$ cat config.mk
export PLATFORM = sky130hd
export DESIGN_NAME = npc_shutdown_seq
export DESIGN_NICKNAME = d
export VERILOG_FILES = /design/src/rtl/npc_seq_pkg.sv /design/src/rtl/npc_fault_merge.sv /design/src/rtl/npc_dly_counter.sv /design/src/rtl/npc_seq_fsm.sv /design/src/rtl/npc_gate_mask.sv /design/src/rtl/npc_shutdown_seq.sv
export SDC_FILE = /design/constraint.sdc
export NUM_CORES = 1
export LEC_CHECK = 0
export BUFFER_PORTS_ARGS = -buffer_cell sky130_fd_sc_hd__buf_2
export CAP_MARGIN = 20
export CORE_AREA = 2 2 51 63
export DETAILED_ROUTE_END_ITERATION = 10
export DIE_AREA = 0 0 53 65
export GPL_TIMING_DRIVEN = 1
export PLACE_DENSITY = 0.9
export RECOVER_POWER = 100
export SLEW_MARGIN = 0
export SYNTH_ARGS = -nofsm -noshare
export SYNTH_HDL_FRONTEND = slang
export SYNTH_HIERARCHICAL = 1
export SYNTH_SLANG_ARGS = --single-unit
$ cat constraint.sdc
create_clock -name clk -period 8 [get_ports clk]
set_clock_uncertainty 0.1 [all_clocks]
set_input_delay 2.4 -clock clk [delete_from_list [all_inputs] [get_ports clk]]
set_output_delay 2.4 -clock clk [all_outputs]
set_load 0.1 [all_outputs]
$ cat src/rtl/npc_seq_pkg.sv
package npc_seq_pkg;
    typedef enum logic [2:0] {
        ST_NORMAL    = 3'd0,
        ST_OUTER_OFF = 3'd1,
        ST_ALL_OFF   = 3'd2,
        ST_INNER_ON  = 3'd3
    } seq_state_e;

    localparam int GATE_N = 4;

    function automatic logic is_outer(input int idx);
        return (idx == 0) || (idx == GATE_N - 1);
    endfunction
endpackage

$ cat src/rtl/npc_fault_merge.sv
module npc_fault_merge #(
    parameter int N_TRIP = 4
) (
    input  logic [N_TRIP-1:0] trip_i,
    input  logic              sw_i,
    output logic              fault_o
);
    assign fault_o = (|trip_i) | sw_i;
endmodule

$ cat src/rtl/npc_dly_counter.sv
module npc_dly_counter #(
    parameter int DLY_W = 16
) (
    input  logic             clk,
    input  logic             rst,
    input  logic             load_i,
    input  logic [DLY_W-1:0] load_val_i,
    input  logic             dec_i,
    output logic             zero_o
);
    logic [DLY_W-1:0] cnt_q;

    always_ff @(posedge clk) begin
        if (rst) begin
            cnt_q <= '0;
        end else if (load_i) begin
            cnt_q <= load_val_i;
        end else if (dec_i && cnt_q != '0) begin
            cnt_q <= cnt_q - 1'b1;
        end
    end

    assign zero_o = (cnt_q == '0);
endmodule

$ cat src/rtl/npc_seq_fsm.sv
module npc_seq_fsm
    import npc_seq_pkg::*;
(
    input  logic       clk,
    input  logic       rst,
    input  logic       fault_i,
    input  logic       clear_i,
    input  logic       cnt_zero_i,
    output seq_state_e state_o,
    output logic       load_off_o,
    output logic       load_on_o,
    output logic       dec_o
);
    seq_state_e st_q, st_d;

    always_ff @(posedge clk) begin
        if (rst) st_q <= ST_ALL_OFF;
        else     st_q <= st_d;
    end

    always_comb begin
        st_d = st_q;
        unique case (st_q)
            ST_NORMAL:    if (fault_i)              st_d = ST_OUTER_OFF;
            ST_OUTER_OFF: if (cnt_zero_i)           st_d = ST_ALL_OFF;
            ST_ALL_OFF:   if (clear_i && !fault_i)  st_d = ST_INNER_ON;
            ST_INNER_ON: begin
                if (fault_i)         st_d = ST_ALL_OFF;
                else if (cnt_zero_i) st_d = ST_NORMAL;
            end
            default:                                st_d = ST_ALL_OFF;
        endcase
    end

    always_comb begin
        load_off_o = 1'b0;
        load_on_o  = 1'b0;
        dec_o      = 1'b0;
        unique case (st_q)
            ST_NORMAL:    load_off_o = fault_i;
            ST_OUTER_OFF: dec_o      = 1'b1;
            ST_ALL_OFF:   load_on_o  = clear_i && !fault_i;
            ST_INNER_ON:  dec_o      = !fault_i;
            default:      dec_o      = 1'b0;
        endcase
    end

    assign state_o = st_q;


    reset_state_chk: assert property (@(posedge clk) rst |=> st_q == ST_ALL_OFF);


    shutdown_commit_chk: assert property (@(posedge clk) disable iff (rst)
        st_q == ST_OUTER_OFF |=> (st_q == ST_OUTER_OFF || st_q == ST_ALL_OFF));


    refault_chk: assert property (@(posedge clk) disable iff (rst)
        (st_q == ST_INNER_ON && fault_i) |=> st_q == ST_ALL_OFF);


    hold_off_chk: assert property (@(posedge clk) disable iff (rst)
        (st_q == ST_ALL_OFF && fault_i) |=> st_q == ST_ALL_OFF);
endmodule

$ cat src/rtl/npc_gate_mask.sv
module npc_gate_mask
    import npc_seq_pkg::*;
(
    input  seq_state_e        state_i,
    input  logic              fault_i,
    input  logic              cnt_zero_i,
    input  logic [GATE_N-1:0] pwm_i,
    output logic [GATE_N-1:0] gate_o
);
    logic outer_ok, inner_ok;

    always_comb begin
        outer_ok = 1'b0;
        inner_ok = 1'b0;
        unique case (state_i)
            ST_NORMAL: begin
                outer_ok = !fault_i;
                inner_ok = 1'b1;
            end
            ST_OUTER_OFF: inner_ok = !cnt_zero_i;
            ST_INNER_ON:  inner_ok = !fault_i;
            ST_ALL_OFF:   inner_ok = 1'b0;
            default:      inner_ok = 1'b0;
        endcase
    end

    for (genvar g = 0; g < GATE_N; g++) begin : g_gate
        if (is_outer(g)) begin : g_out
            assign gate_o[g] = pwm_i[g] & outer_ok;
        end else begin : g_in
            assign gate_o[g] = pwm_i[g] & inner_ok;
        end
    end
endmodule

$ cat src/rtl/npc_shutdown_seq.sv
module npc_shutdown_seq
    import npc_seq_pkg::*;
#(
    parameter int N_TRIP = 4,
    parameter int DLY_W  = 16
) (
    input  logic              clk,
    input  logic              rst,
    input  logic [3:0]        pwm_i,
    input  logic [N_TRIP-1:0] trip_i,
    input  logic              sw_shutdown_i,
    input  logic              clear_i,
    input  logic [DLY_W-1:0]  off_dly_i,
    input  logic [DLY_W-1:0]  on_dly_i,
    output logic [3:0]        gate_o,
    output logic              prot_active_o,
    output logic [2:0]        state_o
);
    logic       fault, cnt_zero, load_off, load_on, dec;
    seq_state_e st;

    npc_fault_merge #(.N_TRIP(N_TRIP)) u_merge (
        .trip_i (trip_i),
        .sw_i   (sw_shutdown_i),
        .fault_o(fault)
    );

    npc_dly_counter #(.DLY_W(DLY_W)) u_cnt (
        .clk       (clk),
        .rst       (rst),
        .load_i    (load_off | load_on),
        .load_val_i(load_off ? off_dly_i : on_dly_i),
        .dec_i     (dec),
        .zero_o    (cnt_zero)
    );

    npc_seq_fsm u_fsm (
        .clk       (clk),
        .rst       (rst),
        .fault_i   (fault),
        .clear_i   (clear_i),
        .cnt_zero_i(cnt_zero),
        .state_o   (st),
        .load_off_o(load_off),
        .load_on_o (load_on),
        .dec_o     (dec)
    );

    npc_gate_mask u_mask (
        .state_i   (st),
        .fault_i   (fault),
        .cnt_zero_i(cnt_zero),
        .pwm_i     (pwm_i),
        .gate_o    (gate_o)
    );

    assign state_o       = st;
    assign prot_active_o = (st != ST_NORMAL);


    outer_drop_chk: assert property (@(posedge clk) disable iff (rst)
        ((|trip_i) || sw_shutdown_i) |-> (gate_o[0] == 1'b0 && gate_o[3] == 1'b0));


    all_off_chk: assert property (@(posedge clk) disable iff (rst)
        state_o == 3'd2 |-> gate_o == 4'b0000);


    recover_outer_chk: assert property (@(posedge clk) disable iff (rst)
        state_o == 3'd3 |-> (gate_o[0] == 1'b0 && gate_o[3] == 1'b0));


    active_flag_chk: assert property (@(posedge clk) disable iff (rst)
        prot_active_o == (state_o != 3'd0));
endmodule

; ---- Word-level counts from Yosys, hierarchy flattened
; Index checks and enable logic that the tools add are counted.
[word_totals]
n_memories = 0
mem_bits_ro = 0
mem_bits_rw = 0
reg_bits = 19
latch_bits = 0
in_bits = 44
[classes]
magnitude_cmp = 0
n_addsub = 1
n_bitwise = 6
shift = 0
multipliers = 0
reduce_logical = 11
eq_ne = 7
div_mod_pow = 0
mux = 14
[op_table]
columns = operator, n
row1 = 2-to-1 mux 16 bit, 3
row2 = zero test 16 bit, 1
row3 = nonzero test 16 bit, 1
row4 = "subtractor 16 x 1 -> 16 bit, second input constant", 1
row5 = 2-to-1 mux 3 bit, 5
row6 = one-hot mux 3 bit (4 select lines), 1
row7 = "equality test 3 x 2 -> 1 bit, second input constant", 2
row8 = "inequality test 2 x 1 -> 1 bit, second input constant", 3
row9 = bitwise AND 1 bit, 4
row10 = AND reduction 4 bit, 1
row11 = OR reduction 4 bit, 1
row12 = "equality test 3 x 1 -> 1 bit, second input constant", 1
row13 = zero test 3 bit, 1
row14 = 2-to-1 mux 1 bit, 3
row15 = "inequality test 3 x 1 -> 1 bit, second input constant", 1
row16 = one-hot mux 1 bit (3 select lines), 1
row17 = nonzero test 3 bit, 1
row18 = logical AND 1 bit, 2
row19 = zero test 1 bit, 2
row20 = bitwise OR 1 bit, 2
row21 = one-hot mux 1 bit (2 select lines), 1
row22 = nonzero test 2 bit, 1

; ---- Depth between registers and ports, before layout
[depth]
depth_word = 7
depth_mapped = 10

; ---- Cells and area by module
; Netlist, hierarchy kept.
[by_module_without_submodules]
columns = module, area_per_inst_um2, instances, seq_area_each_um2, cells_each
row1 = npc_dly_counter, 944.7, 1, 320.3, 114
row2 = npc_shutdown_seq, 257.7, 1, 0.0, 20
row3 = npc_seq_fsm, 123.9, 1, 40.0, 13
row4 = npc_gate_mask, 60.1, 1, 0.0, 7
row5 = npc_fault_merge, 12.5, 1, 0.0, 3

; ---- Worst setup path before layout
; OpenSTA, ideal clock, no wires.
[synth_path]
path_type = input to output
start = input trip_i[1]
end = output gate_o[1]
path_buffers = 0
stages = 4
t_required_ns = 5.500
arrival_time_ns = 4.439
setup_slack_ns = 1.061
path_cell_list = nor3_1 > nand2_1 > nand4bb_1 > a21boi_1
[synth_between]
elab_chain_len = 5
[synth_lines]
columns = item, line
row1 = "start, declared", npc_shutdown_seq.sv:10  ; input logic [N_TRIP-1:0] trip_i,
row2 = OR reduction 4 bit, npc_fault_merge.sv:8  ; assign fault_o = (|trip_i) | sw_i;
row3 = bitwise OR 1 bit, npc_fault_merge.sv:8
row4 = named net fault, npc_shutdown_seq.sv:19  ; logic fault, cnt_zero, load_off, load_on, dec;
row5 = zero test 1 bit, npc_gate_mask.sv:21  ; ST_INNER_ON: inner_ok = !fault_i;
row6 = one-hot mux 1 bit (3 select lines), npc_gate_mask.sv:15  ; unique case (state_i)
row7 = bitwise AND 1 bit, npc_gate_mask.sv:31  ; assign gate_o[g] = pwm_i[g] & inner_ok;
row8 = "end, declared", npc_shutdown_seq.sv:15  ; output logic [3:0] gate_o,
; The timed path passes the listed nets, and every way through them passes these cells.

; ---- Final worst setup path
[layout_path]
start = input trip_i[1]
end = output gate_o[3]
[layout_between]
elab_chain_len = 5
[layout_lines]
columns = item, line
row1 = OR reduction 4 bit, npc_fault_merge.sv:8
row2 = bitwise OR 1 bit, npc_fault_merge.sv:8
row3 = named net fault, npc_shutdown_seq.sv:19
row4 = zero test 1 bit, npc_gate_mask.sv:17  ; outer_ok = !fault_i;
row5 = 2-to-1 mux 1 bit, npc_gate_mask.sv:15
row6 = bitwise AND 1 bit, npc_gate_mask.sv:29  ; assign gate_o[g] = pwm_i[g] & outer_ok;
; The timed path passes the listed nets, and every way through them passes these cells.

==> reports/results.md <==
* trip_i[1] — worst setup path startpoint
* 18 — Clock Sink Count
* 49 — Synth cell types
* 3 — total clock buffers created by CTS
* 6 — count of yosys warnings during synthesis
* 0 — initial antenna violation count
* 5500 ps — endpoint required time on the critical path
* 16.0% — mux contribution to synthesized area
* 0.749 — GP Congestion
* 0.0000629 V — worst vdd ir
* 50 — buffers added on ports
* 18 — Synth Register Bits
* 0 — number of enable flip-flop cells after synthesis
* 157 — cell count after synthesis
* sky130_fd_sc_hd__buf_2 — most common cell after layout, fill and taps aside
* 0 — Congestion Overflow GR
* sky130_fd_sc_hd__buf_2 (43), sky130_fd_sc_hd__dfxtp_1 (18), sky130_fd_sc_hd__nor2_1 (17) — most frequent cells in the layout
* 0 — Gates resized, CTS repair
* 109 nW/um^2 — power density cells
* 83.5% — share of the clock period used by the worst path
* 240 — Non-Filler Instances
* sky130_fd_sc_hd__clkbuf_4 — root buffer cell
* 0 ps — final setup TNS
* 1170 ps — Worst Max-Slew Pin Slew
* 1240 um — Met1 Wirelength
* met4 — top routing layer in use
* 22 — std cell rows
* u_fsm/state_o[0] — r2r startpoint
* primary input to output pin — type of the setup path with the least slack
* u_cnt/cnt_q[4] — r2r endpoint
* u_cnt/cnt_q[4] — worst min-delay path startpoint
* 0.150 GHz — Max Freq
* output pin — type of destination of the critical path
* 2 — CTS max path bufs
* 250 — net count reported at finish
* simple AND/OR/NAND/NOR gates — main combinational cell family by area after synthesis
* register to register — HP Class
* 2890 sq um — Floorplan Core Area
* 8 — Critical Path Fanout Max
* 52 — I/O pin count
* 53 um — horizontal die dimension
* 0 — max-capacitance violation count
* 31 — number of DRC markers in iteration 0
* complete, no violations — status
* 3450 sq um — Die Footprint
* 2150 um — detailed placement HPWL
* 202 — synthesized net count
* 2 — number of cells on the worst hold path
* 125 um — sum of met3 wire segment lengths after detailed routing
* 12.0 um — routed len/inst
* done — TritonCTS clock tree
* 4180 ps — Critical Path AT
* 4 — R2R cell count
* 8.91 sq um — Avg Synthesized Cell Area
* 290 ps — Worst-Skew Late Latency
* 0 — antenna cell count
* 1,332 — overall via count from detail_route
* 5.55 — detail-routed via count per cell
* 0 — residual DRC count
* 5.01% — post-synthesis share of cell area spent on xor and xnor gates
* 100 ps — clock-pin slew on the worst setup and hold paths
* 0 — Final Hold Viols
* 6680 ps — minimum period implied by the final worst setup slack
* 0 — total setup buffers inserted after CTS
* 1490 um — detailed-routed wire length on met2
* 1 — H-tree Lvls
* 2880 um — Total Routed Length
* 65 um — height of the die
* 0 — total setup violations reported at the end of the flow
* 1,171 — number of global-route vias before repair
* 22.5% — tightest slew margin relative to the limit
* 4 — DR pass1 iterations
* 28 — pin count of the biggest net entering global routing
* 0 — max-slew violations
* sky130_fd_sc_hd__dfxtp_1 — leading register cell type out of synthesis
* no — unrepaired setup endpoints after global routing
* 36.8% — share of final-layout standard cells stronger than drive strength 1
* 18.2% — gr usage total
* 48.4% — initial standard-cell utilization of the core
* 27.1% — share of synthesized cell area in and, or, nand and nor gates
* 236 — number of cells after detailed placement
* u_cnt/cnt_q[4] — destination of the worst hold path
* 4830 um — global-route wire length before repair
* 18.2% — Layout Area Growth over Synthesis
* 18.3% — fraction of the mapped netlist area in compound gates
* 0 — post-cts hold buffer count
* 25.8% — sequential cell area fraction in the yosys report
* 5400 ps — r2r setup slk
* 0 — final antenna-violating net count
* 0.634 nW — leakage power figure
* 0.894% — post-synthesis adder-cell area fraction
* 0% — asr flop ratio synth
* 1400 sq um — Mapped Area
* primary input — nature of the critical path startpoint
* 0.180 mW — Final Total Pwr
[layout make-up]
cell class	count	area (sq um)
Clock buffer	4	36.3
Sequential cell	18	360
Fill cell	283	1240
Tap cell	36	45.0
Timing Repair Buffer	51	249
Multi-Input combinational cell	128	951
Inverter	3	11.3
[kinds of logic after synthesis]
group / Yosys count
other: 1
xor gates and xnor gates: 8
muxes: 17
adders and majority gates: 1
AOI/OAI and AO/OA: 36
buffers and inverters: 11
and+or+nand+nor: 65
DFF: 18
[metrics by stage]
| stage | hold slack [ps] | utilization, % | worst slack (ps) | instance area [sq um] |
|---|---|---|---|---|
| floorplan | 399 | - | 1060 | 1400 |
| global placement | 418 | 56.2 | 1850 | 1630 |
| detailed placement | 430 | 56.2 | 1750 | 1630 |
| CTS | 444 | 57.5 | 1730 | 1660 |
| global route | 491 | 57.2 | 1160 | 1650 |
| finish | 440 | 57.2 | 1320 | 1650 |
[Yosys cell counts, types with 2 or more instances]
master                     count  area share, %
sky130_fd_sc_hd__a211oi_1      9            4.8
sky130_fd_sc_hd__a21boi_1      2            1.1
sky130_fd_sc_hd__a21oi_1       7            2.5
sky130_fd_sc_hd__a311oi_1      3            1.9
sky130_fd_sc_hd__and2_1        2           0.89
sky130_fd_sc_hd__and4bb_2      2            1.8
sky130_fd_sc_hd__buf_6         2            1.6
sky130_fd_sc_hd__clkbuf_1      2           0.54
sky130_fd_sc_hd__dfxtp_1      18             26
sky130_fd_sc_hd__inv_1         2           0.54
sky130_fd_sc_hd__mux2_2        7            5.6
sky130_fd_sc_hd__mux2_4        9            9.7
sky130_fd_sc_hd__nand2_1      10            2.7
sky130_fd_sc_hd__nand3_1       2           0.72
sky130_fd_sc_hd__nor2_1       17            4.6
sky130_fd_sc_hd__nor3_1        8            2.9
sky130_fd_sc_hd__nor3b_1       3            1.6
sky130_fd_sc_hd__nor4_1        4            1.8
sky130_fd_sc_hd__o21ai_0       3            1.1
sky130_fd_sc_hd__o21ai_2       2            1.3
sky130_fd_sc_hd__o21bai_1      4            2.1
sky130_fd_sc_hd__o221ai_1      2            1.3
sky130_fd_sc_hd__or3_1         2           0.89
sky130_fd_sc_hd__or3_2         3            1.6
sky130_fd_sc_hd__xnor2_1       8            5.0
[registers in the layout, indices dropped and copies added, names as in the netlist]
name and count:
u_cnt/cnt_q 16, u_fsm/state_o 2
[per-layer routing]
layer  up-vias  global-route usage [%]
li1        682                       -
met1       607                    21.0
met2        41                    34.1
met3         2                   0.691
met4         0                    6.73
met5         -                       0
[critical path, stage by stage]
cell	delay, ps
sky130_fd_sc_hd__buf_2	100
sky130_fd_sc_hd__nor3_1	180
sky130_fd_sc_hd__nand2_1	170
sky130_fd_sc_hd__nor4_2	300
sky130_fd_sc_hd__and2_1	180
sky130_fd_sc_hd__clkbuf_1	860
[report_power, final]
part	internal [mW]	switching [mW]	total, mW	leakage [nW]
Clock	0.0277	0.0283	0.0560	0.0210
Sequential	0.0906	0.00132	0.0920	0.145
Combinational	0.0164	0.0152	0.0316	0.468
Total	0.135	0.0448	0.180	0.634
[how the worst max path moves through the flow]
stage,to,slack [ps],cells past startpoint
2_1_floorplan,gate_o[1],1060,4
3_3_place_gp,gate_o[3],1850,6
5_1_grt,gate_o[2],1160,6
6_report,gate_o[3],1320,6
3_5_place_dp,gate_o[3],1750,6
4_1_cts,gate_o[3],1730,6
Note: power is estimated with default switching activity, not from simulation.
